==> config.mk <==
export PLATFORM = sky130hd
export DESIGN_NAME = wilk_adc_backend
export DESIGN_NICKNAME = d
export VERILOG_FILES = /design/src/rtl/wilk_adc_pkg.sv /design/src/rtl/wilk_edge_detect.sv /design/src/rtl/wilk_counter.sv /design/src/rtl/wilk_latch_bank.sv /design/src/rtl/wilk_adc_backend.sv
export SDC_FILE = /design/constraint.sdc
export NUM_CORES = 2
export LEC_CHECK = 0
export BUFFER_PORTS_ARGS = -buffer_cell sky130_fd_sc_hd__buf_4
export CAP_MARGIN = 20
export CORE_AREA = 2 2 462 464
export CTS_CLUSTER_SIZE = 20
export DETAILED_ROUTE_END_ITERATION = 16
export DIE_AREA = 0 0 464 466
export GPL_TIMING_DRIVEN = 0
export PLACE_DENSITY = 0.45
export SETUP_SLACK_MARGIN = 0.5
export SYNTH_ARGS = -nofsm -noshare
export SYNTH_HDL_FRONTEND = slang
export SYNTH_HIERARCHICAL = 1
export SYNTH_SLANG_ARGS = --single-unit
==> constraint.sdc <==
create_clock -name clk -period 13.84 [get_ports clk]
set_input_delay 2.076 -clock clk [delete_from_list [all_inputs] [get_ports clk]]
set_output_delay 2.076 -clock clk [all_outputs]
set_load 0.005 [all_outputs]
==> src/rtl/wilk_adc_pkg.sv <==
package wilk_adc_pkg;

    typedef enum logic {
        POL_RISE = 1'b0,
        POL_FALL = 1'b1
    } cmp_pol_e;

endpackage

==> src/rtl/wilk_edge_detect.sv <==
module wilk_edge_detect
    import wilk_adc_pkg::*;
#(
    parameter int NCH = 128
) (
    input  logic           clk,
    input  logic           rst_n,
    input  logic [NCH-1:0] cmp_in,
    input  cmp_pol_e       pol,
    output logic [NCH-1:0] fire
);

    typedef struct packed {
        logic [NCH-1:0] prev;
    } ed_state_t;

    ed_state_t st_d, st_q;

    always_comb begin
        st_d      = st_q;
        st_d.prev = cmp_in;
        if (pol == POL_FALL) begin
            fire = st_q.prev & ~cmp_in;
        end else begin
            fire = ~st_q.prev & cmp_in;
        end
    end

    always_ff @(posedge clk) begin
        if (!rst_n) begin
            st_q <= '0;
        end else begin
            st_q <= st_d;
        end
    end

endmodule

==> src/rtl/wilk_counter.sv <==
module wilk_counter #(
    parameter int CW = 8
) (
    input  logic          clk,
    input  logic          rst_n,
    input  logic          clr,
    input  logic          run_ok,
    input  logic [CW-1:0] modulo,
    output logic [CW-1:0] count,
    output logic          done,
    output logic          term
);

    typedef struct packed {
        logic [CW-1:0] cnt;
        logic          fin;
    } ctr_state_t;

    ctr_state_t st_d, st_q;

    always_comb begin
        st_d = st_q;
        term = 1'b0;
        if (clr) begin
            st_d.cnt = '0;
            st_d.fin = 1'b0;
        end else if (!st_q.fin && run_ok) begin
            if (st_q.cnt == modulo) begin
                st_d.fin = 1'b1;
                term     = 1'b1;
            end else begin
                st_d.cnt = st_q.cnt + CW'(1);
            end
        end
    end

    always_ff @(posedge clk) begin
        if (!rst_n) begin
            st_q.cnt <= '0;
            st_q.fin <= 1'b1;
        end else begin
            st_q <= st_d;
        end
    end

    assign count = st_q.cnt;
    assign done  = st_q.fin;

endmodule

==> src/rtl/wilk_latch_bank.sv <==
module wilk_latch_bank #(
    parameter int NCH = 128,
    parameter int CW  = 8
) (
    input  logic              clk,
    input  logic              rst_n,
    input  logic              clr,
    input  logic              active,
    input  logic              term,
    input  logic [NCH-1:0]    fire,
    input  logic [CW-1:0]     count,
    output logic [NCH*CW-1:0] codes,
    output logic [NCH-1:0]    cap
);

    typedef struct packed {
        logic [CW-1:0] code;
        logic          held;
    } lat_state_t;

    for (genvar g = 0; g < NCH; g++) begin : g_ch
        lat_state_t st_d, st_q;

        always_comb begin
            st_d = st_q;
            if (clr) begin
                st_d.code = '0;
                st_d.held = 1'b0;
            end else if (active && !st_q.held && (fire[g] || term)) begin
                st_d.code = count;
                st_d.held = 1'b1;
            end
        end

        always_ff @(posedge clk) begin
            if (!rst_n) begin
                st_q <= '0;
            end else begin
                st_q <= st_d;
            end
        end

        assign codes[g*CW +: CW] = st_q.code;
        assign cap[g]            = st_q.held;
    end

endmodule

==> src/rtl/wilk_adc_backend.sv <==
module wilk_adc_backend
    import wilk_adc_pkg::*;
#(
    parameter int NCH = 128,
    parameter int CW  = 8,
    localparam int NW = $clog2(NCH + 1)
) (
    input  logic              clk,
    input  logic              rst_n,
    input  logic              cnt_clr,
    input  logic [NCH-1:0]    cmp_in,
    input  logic [CW-1:0]     modulo,
    input  logic              fall_mode,
    input  logic              dyn_en,
    input  logic [NW-1:0]     dyn_count,
    output logic [NCH*CW-1:0] codes,
    output logic              done
);

    logic [NCH-1:0] fire_w;
    logic [NCH-1:0] cap_w;
    logic [CW-1:0]  count_w;
    logic           term_w;
    logic           run_ok_w;
    logic [NW-1:0]  ncap_w;
    cmp_pol_e       pol_w;

    function automatic logic [NW-1:0] tally(input logic [NCH-1:0] v);
        logic [NW-1:0] acc;
        acc = '0;
        for (int i = 0; i < NCH; i++) begin
            acc = acc + NW'(v[i]);
        end
        return acc;
    endfunction

    always_comb begin
        pol_w    = fall_mode ? POL_FALL : POL_RISE;
        ncap_w   = tally(cap_w);
        run_ok_w = !dyn_en || (ncap_w >= dyn_count);
    end

    wilk_edge_detect #(.NCH(NCH)) u_edge (
        .clk    (clk),
        .rst_n  (rst_n),
        .cmp_in (cmp_in),
        .pol    (pol_w),
        .fire   (fire_w)
    );

    wilk_counter #(.CW(CW)) u_ctr (
        .clk    (clk),
        .rst_n  (rst_n),
        .clr    (cnt_clr),
        .run_ok (run_ok_w),
        .modulo (modulo),
        .count  (count_w),
        .done   (done),
        .term   (term_w)
    );

    wilk_latch_bank #(.NCH(NCH), .CW(CW)) u_bank (
        .clk    (clk),
        .rst_n  (rst_n),
        .clr    (cnt_clr),
        .active (!done),
        .term   (term_w),
        .fire   (fire_w),
        .count  (count_w),
        .codes  (codes),
        .cap    (cap_w)
    );

endmodule

After elaboration in Yosys (flattened, before gate mapping)
Cells that the tools add are included.
Storage, ports and cells
  bits in registers: 1289
  output and inout port bits: 1025
Operators by class
  $add $sub $neg: 128
  order comparisons: 1
  equality and inequality tests: 1
  muxes and demuxes: 8
  bitwise logic cells: 6
  reductions and logical operators: 521
Operators with widths (number)
  $add 8x1->8: 120
  $logic_and 1x1->1: 257
  $and 128x128->128: 2
  $not 128->128: 2
  $logic_not 1->1: 130
  $logic_or 1x1->1: 129
  $mux 128: 1
  $add 7x1->8: 1
  $add 8x1->8 const B: 1
  $eq 8x8->1: 1
  $ge 8x8->1: 1
  $add 6x1->7: 1
  $mux 1: 7
  $add 5x1->6: 1
  $add 4x1->5: 1
  $add 3x1->4: 1
  $reduce_and 2->1: 2
  $reduce_bool 2->1: 2
  $add 2x1->3: 1
  $add 1x1->2: 1
  $not 1->1: 2
  $reduce_or 2->1: 1

Logic depth before layout (Yosys ltp)
  depth after elaboration: 134
  depth in mapped cells: 34
  gate-level depth less buffers: 32

Hierarchy
The synthesis kept the hierarchy.
By module, submodules not included
  wilk_latch_bank: instances 1, cells each 3991, area an instance 42111.6 µm², sequential area each 23062.1 µm²
  wilk_edge_detect: instances 1, cells each 682, area an instance 5989.5 µm², sequential area each 2562.5 µm²
  wilk_adc_backend: instances 1, cells each 363, area an instance 3617.2 µm², sequential area each 0.0 µm²
  wilk_counter: instances 1, cells each 67, area an instance 573.0 µm², sequential area each 180.2 µm²

Worst setup path after synthesis
Ideal clock, no wire load.
  kind: register to register
  start point: register u_bank.g_ch[35].st_q, in the netlist u_bank/cap[35]
  end point: register u_bank.g_ch[82].st_q, in the netlist u_bank/codes[663]
  arrival: 8486 ps
  required time: 13708 ps
  slack: 5222 ps
  cell stages (with the launch flop): 31
  buffers on the path: 3
  period minus slack after synthesis: 8618 ps
  cells stage by stage: dfxtp_1 -> inv_1 -> fa_1 -> inv_1 -> fa_1 -> fa_1 -> inv_1 -> fa_1 -> inv_1 -> fa_1 -> fa_1 -> fa_1 -> fa_1 -> fa_1 -> inv_1 -> fa_1 -> fa_1 -> nor2b_4 -> o31a_1 -> nor4_1 -> a311o_1 -> ha_1 -> o2111ai_1 -> o31ai_1 -> nand2b_1 -> nor3_1 -> buf_2 -> buf_2 -> o211ai_1 -> buf_2 -> mux2i_1
On the way
  cells in the longest elaborated chain, start to end: 100
Ends and longest elaborated chain
  start: declaration: RTL line wilk_latch_bank.sv:22  | lat_state_t st_d, st_q;
  start signal: assignment: RTL line wilk_latch_bank.sv:39  | st_q <= st_d;
  $add 8x1->8 (93 in series): RTL line wilk_adc_backend.sv:32  | acc = acc + NW'(v[i]);
  $ge 8x8->1: RTL line wilk_adc_backend.sv:40  | run_ok_w = !dyn_en || (ncap_w >= dyn_count);
  $logic_or 1x1->1: RTL line wilk_adc_backend.sv:40
  named net run_ok_w: RTL line wilk_adc_backend.sv:24  | logic run_ok_w;
  $logic_and 1x1->1: RTL line wilk_counter.sv:27  | end else if (!st_q.fin && run_ok) begin
  $mux 1: RTL line wilk_counter.sv:27
  $mux 1: RTL line wilk_counter.sv:24  | if (clr) begin
  named net term_w: RTL line wilk_adc_backend.sv:23  | logic term_w;
  $logic_or 1x1->1: RTL line wilk_latch_bank.sv:29  | end else if (active && !st_q.held && (fire[g] || term)) begin
  $logic_and 1x1->1: RTL line wilk_latch_bank.sv:29
  end signal: assignment: RTL line wilk_latch_bank.sv:39
  end: declaration: RTL line wilk_latch_bank.sv:22
The timed path passes the listed nets, and every way through them passes these cells.
A chain may end at the register's enable or synchronous reset.

Final worst setup path
  start point: register u_bank.g_ch[83].st_q, in the netlist u_bank/cap[83]
  end point: register u_bank.g_ch[53].st_q, in the netlist u_bank/codes[427]
On the way
  cells in the longest elaborated chain, start to end: 52
Ends and longest elaborated chain (RTL line)
  start: declaration: wilk_latch_bank.sv:22
  start signal: assignment: wilk_latch_bank.sv:39
  $add 8x1->8 (45 in series): wilk_adc_backend.sv:32
  $ge 8x8->1: wilk_adc_backend.sv:40
  $logic_or 1x1->1: wilk_adc_backend.sv:40
  named net run_ok_w: wilk_adc_backend.sv:24
  $logic_and 1x1->1: wilk_counter.sv:27
  $mux 1: wilk_counter.sv:27
  $mux 1: wilk_counter.sv:24
  named net term_w: wilk_adc_backend.sv:23
  $logic_or 1x1->1: wilk_latch_bank.sv:29
  $logic_and 1x1->1: wilk_latch_bank.sv:29
  end signal: assignment: wilk_latch_bank.sv:39
  end: declaration: wilk_latch_bank.sv:22
The timed path passes the listed nets, and every way through them passes these cells.

==> impl_results.rst <==
.. list-table::
   :header-rows: 1

   * - Metric
     - Value
   * - Total iterations of the first detailed-routing run
     - 6
   * - Capturing instance or port of the critical path
     - u_bank/codes[427]
   * - Maximum number of pins on one net before global-route repair
     - 17
   * - Post-route minimum period
     - 10.95 ns
   * - Slew @ Worst Pin
     - 1.09 ns
   * - Setup crit end kind
     - flop
   * - Ys flop type
     - sky130_fd_sc_hd__dfxtp_1
   * - Cell type of the slowest stage on the worst timing path
     - sky130_fd_sc_hd__o31ai_1
   * - I/O pin count
     - 1,174
   * - Detailed Route WL
     - 238,000 um
   * - Synthesized net count
     - 5,401
   * - Instance count on the critical path
     - 30
   * - Grt ovf
     - 0
   * - Remaining antenna violation count after routing
     - 0
   * - Number of gates given a new drive strength after cts
     - 0
   * - Post-detailed-placement half-perimeter wirelength
     - 185,000 um
   * - Max clock buf depth
     - 3
   * - Synth cell types
     - 43
   * - Wire length of the first global-routing pass
     - 326,000 um
   * - Post-DR vias/cell
     - 4.32
   * - Critical path data required time
     - 14.51 ns
   * - Fraction of synthesis flops using an asynchronous set or reset pin
     - 0%
   * - Worst Setup Path Type
     - flop to flop
   * - Final setup skew
     - 0.0329 ns
   * - Type of element launching the critical path
     - flop
   * - Fill cell count
     - 21,900
   * - Crit-path max cell delay
     - 0.81 ns
   * - Total count of max-transition violations in the final report
     - 0
   * - Number of cell rows
     - 169
   * - Largest delay contributor family on the critical path
     - adder cells
   * - All-layer global routing usage
     - 21.3%
   * - Vias in the first global route
     - 40,400
   * - Hold buffer count at CTS
     - 0
   * - Crit path from
     - u_bank/cap[83]
   * - Number of buffers inserted by port buffering
     - 1,172
   * - Initial antenna violation count
     - 61
   * - DIE AREA
     - 0.216 mm^2
   * - Sequential-to-total area share from yosys stat
     - 49.3%
   * - Die Width
     - 464 um
   * - Worst-skew pair later-pin latency
     - 0.83 ns
   * - Register bit count reported by yosys
     - 1,289
   * - Crit path top cell by count
     - sky130_fd_sc_hd__fa_1
   * - Final nets
     - 6,733
   * - Area growth syn-to-layout
     - 33.9%
   * - Number of H-tree branching levels
     - 4
   * - Pwr/cell area
     - 125 mW/mm^2
   * - Core ar.
     - 0.211 mm^2
   * - Area of the mapped netlist
     - 0.0523 mm^2
   * - Total CTS buffers
     - 155
   * - Hold Violations, Final
     - 0
   * - DRC violations left
     - 0
   * - Accumulated negative setup slack
     - 0 ns
   * - Avg Synthesized Cell Area
     - 10.2 um^2
   * - Peak Freq
     - 91.3 MHz
   * - Gate count after technology mapping
     - 5,103
   * - Total vias in the final route
     - 40,600
   * - Routability Congestion
     - 0.798
   * - Clock-pin transition on the worst setup and hold timing paths
     - 0.06 ns
   * - Effective utilization at floorplan
     - 24.8%
   * - Unrepaired setup endpoints after global routing
     - false
   * - Vertical die dimension
     - 466 um
   * - Average wire length per cell after detail routing
     - 25.3 um
   * - Final period util
     - 79.1%
   * - Number of synthesized flops with an enable pin
     - 0
   * - Total buffers and inverters traversed by the critical path
     - 8
   * - Maximum VDD drop
     - 0.130 mV
   * - Cell at the root of the clock tree
     - sky130_fd_sc_hd__clkbuf_16
   * - Data arrival time of the critical path
     - 11.62 ns
   * - Worst r2r src
     - u_bank/cap[83]
   * - Rel. slew slack
     - 27.5%
   * - Worst hold path class
     - flop to flop
   * - Share of cells above drive strength 1
     - 27.8%
   * - Result of the run
     - completed
   * - Leakage Power
     - 34.4 nW
   * - Total of max-cap violations
     - 0
   * - Setup violations, final
     - 0
   * - Register-to-register setup slack
     - 2.89 ns
   * - Number of cells traversed by the worst register-to-register path
     - 30
   * - Overall power
     - 8.78 mW
   * - Setup fix buffers added after clock tree synthesis
     - 0
   * - Yosys synthesis warning count
     - 6
   * - Clock tree sinks
     - 1,289
   * - Crit path max fanout
     - 14
   * - 1st-iter DRT viols
     - 1,982
   * - CTS tree
     - yes
   * - Worst flop-to-flop path endpoint
     - u_bank/codes[427]
==> power breakdown <==
part           leakage [nW]  switching [mW]  total [mW]  internal (mW)
sequential             10.4          0.0160        3.76           3.74
clock                  2.60            1.74        4.27           2.53
combinational          21.4           0.442       0.750          0.309
==> sequential cells by signal (all words and copies together), names as in the netlist <==
signal        flops
u_edge/st_q     128
u_ctr/count       8
u_bank/codes   1024
u_bank/cap      128
u_ctr/done        1
==> cell usage in the layout, fill, tap and decap left out, drive strengths merged, types with 2 or more instances in the layout <==
cell type and count:
xor2 9, ha 34, and2 129, a21oi 137, nor2b 5, nor3b 2, clkbuf 267, a21o 3
nand2b 138, a31oi 2, nand3b 127, nor4 4, xnor2 2, o21ai 132, dfxtp 1289, inv 321
o211ai 127, a211oi 2, nand3 3, nor2 4, mux2i 1032, nand4 2, o21a 2, nor3 2
clkinvlp 5, diode 29, fa 115, clkinv 24, nand2 1045, bufinv 12, buf 1572
==> final cells by class <==
| cell class | instances | area [um^2] | share of cell area (%) |
|---|---|---|---|
| antenna | 29 | 72.6 | 0.104 |
| timing repair buffer | 1175 | 8840 | 12.6 |
| multi-input combinational | 3065 | 22300 | 31.8 |
| buffer | 440 | 3040 | 4.34 |
| sequential | 1289 | 25800 | 36.8 |
| clock inverter | 53 | 711 | 1.01 |
| tap | 2821 | 3530 | 5.04 |
| clock buffer | 224 | 4580 | 6.54 |
| inverter | 309 | 1160 | 1.66 |
==> cell families after synthesis <==
family | after synthesis | synth area share, %
and+or+nand+nor | 1462 | 12.9
DFF | 1289 | 49.3
muxes | 1032 | 19.8
buffers and inverters | 749 | 8.03
AOI/OAI and AO/OA | 411 | 4.62
adders and majority gates | 149 | 5.22
xor gates and xnor gates | 11 | 0.184
==> metal layers <==
metal	up-vias	track usage (%)	routed length, um
met4	52	5.09	4690
met3	277	7.55	19500
met5	-	0	345
li1	19400	-	-
met2	1203	37.2	118000
met1	19700	24.7	95600
==> metrics by stage <==
step / hold WS, ns / cells / cell area, um^2 / setup WS [ns] / utilization, %
floorplan: 0.446 / 5103 / 52300 / 5.22 / -
global placement: 0.444 / 9096 / 64600 / 2.81 / 30.6
detailed placement: 0.451 / 9099 / 64700 / 2.84 / 30.6
CTS: 0.460 / 9376 / 70000 / 2.80 / 33.1
global route: 0.471 / 9392 / 70000 / 2.38 / 33.1
finish: 0.457 / 9405 / 70000 / 2.89 / 33.2
==> tightest hold or removal path, stage by stage (launching register included) <==
cell and delay (ns):
sky130_fd_sc_hd__dfxtp_1 0.30, sky130_fd_sc_hd__nand2_1 0.05, sky130_fd_sc_hd__mux2i_1 0.05
==> worst min-delay path by stage <==
stage                                  from                 to  slack, ns  cells past startpoint
after CTS                  u_bank/codes[88]   u_bank/codes[88]       0.46                      2
after global routing      u_bank/codes[437]  u_bank/codes[437]       0.47                      2
final                      u_bank/codes[88]   u_bank/codes[88]       0.46                      2
after floorplan               u_bank/cap[0]      u_bank/cap[0]       0.45                      2
after detailed placement  u_bank/codes[591]  u_bank/codes[591]       0.45                      2
after global placement    u_bank/codes[590]  u_bank/codes[590]       0.44                      2
==> cell usage after synthesis, types with 3 or more instances <==
master,n,share of area (%)
sky130_fd_sc_hd__dfxtp_1,1289,49
sky130_fd_sc_hd__nand2_1,1042,7.5
sky130_fd_sc_hd__mux2i_1,1032,20
sky130_fd_sc_hd__inv_1,309,2.2
sky130_fd_sc_hd__buf_2,170,1.6
sky130_fd_sc_hd__buf_4,140,2.0
sky130_fd_sc_hd__nand2b_1,138,1.7
sky130_fd_sc_hd__a21oi_1,137,1.3
sky130_fd_sc_hd__and2_1,129,1.5
sky130_fd_sc_hd__nand3b_1,127,1.8
sky130_fd_sc_hd__o211ai_1,127,1.8
sky130_fd_sc_hd__o21ai_0,124,1.2
sky130_fd_sc_hd__fa_1,115,4.4
sky130_fd_sc_hd__buf_6,75,1.6
sky130_fd_sc_hd__clkbuf_1,43,0.31
sky130_fd_sc_hd__ha_1,34,0.81
sky130_fd_sc_hd__xor2_1,9,0.15
sky130_fd_sc_hd__o21ai_1,8,0.077
sky130_fd_sc_hd__buf_8,6,0.17
sky130_fd_sc_hd__buf_1,5,0.036
sky130_fd_sc_hd__nor2_1,4,0.029
sky130_fd_sc_hd__nor2b_1,4,0.048
sky130_fd_sc_hd__a21o_1,3,0.043
sky130_fd_sc_hd__nand2_4,3,0.065
sky130_fd_sc_hd__nand3_1,3,0.029
Power figures use the tool's default switching activity.
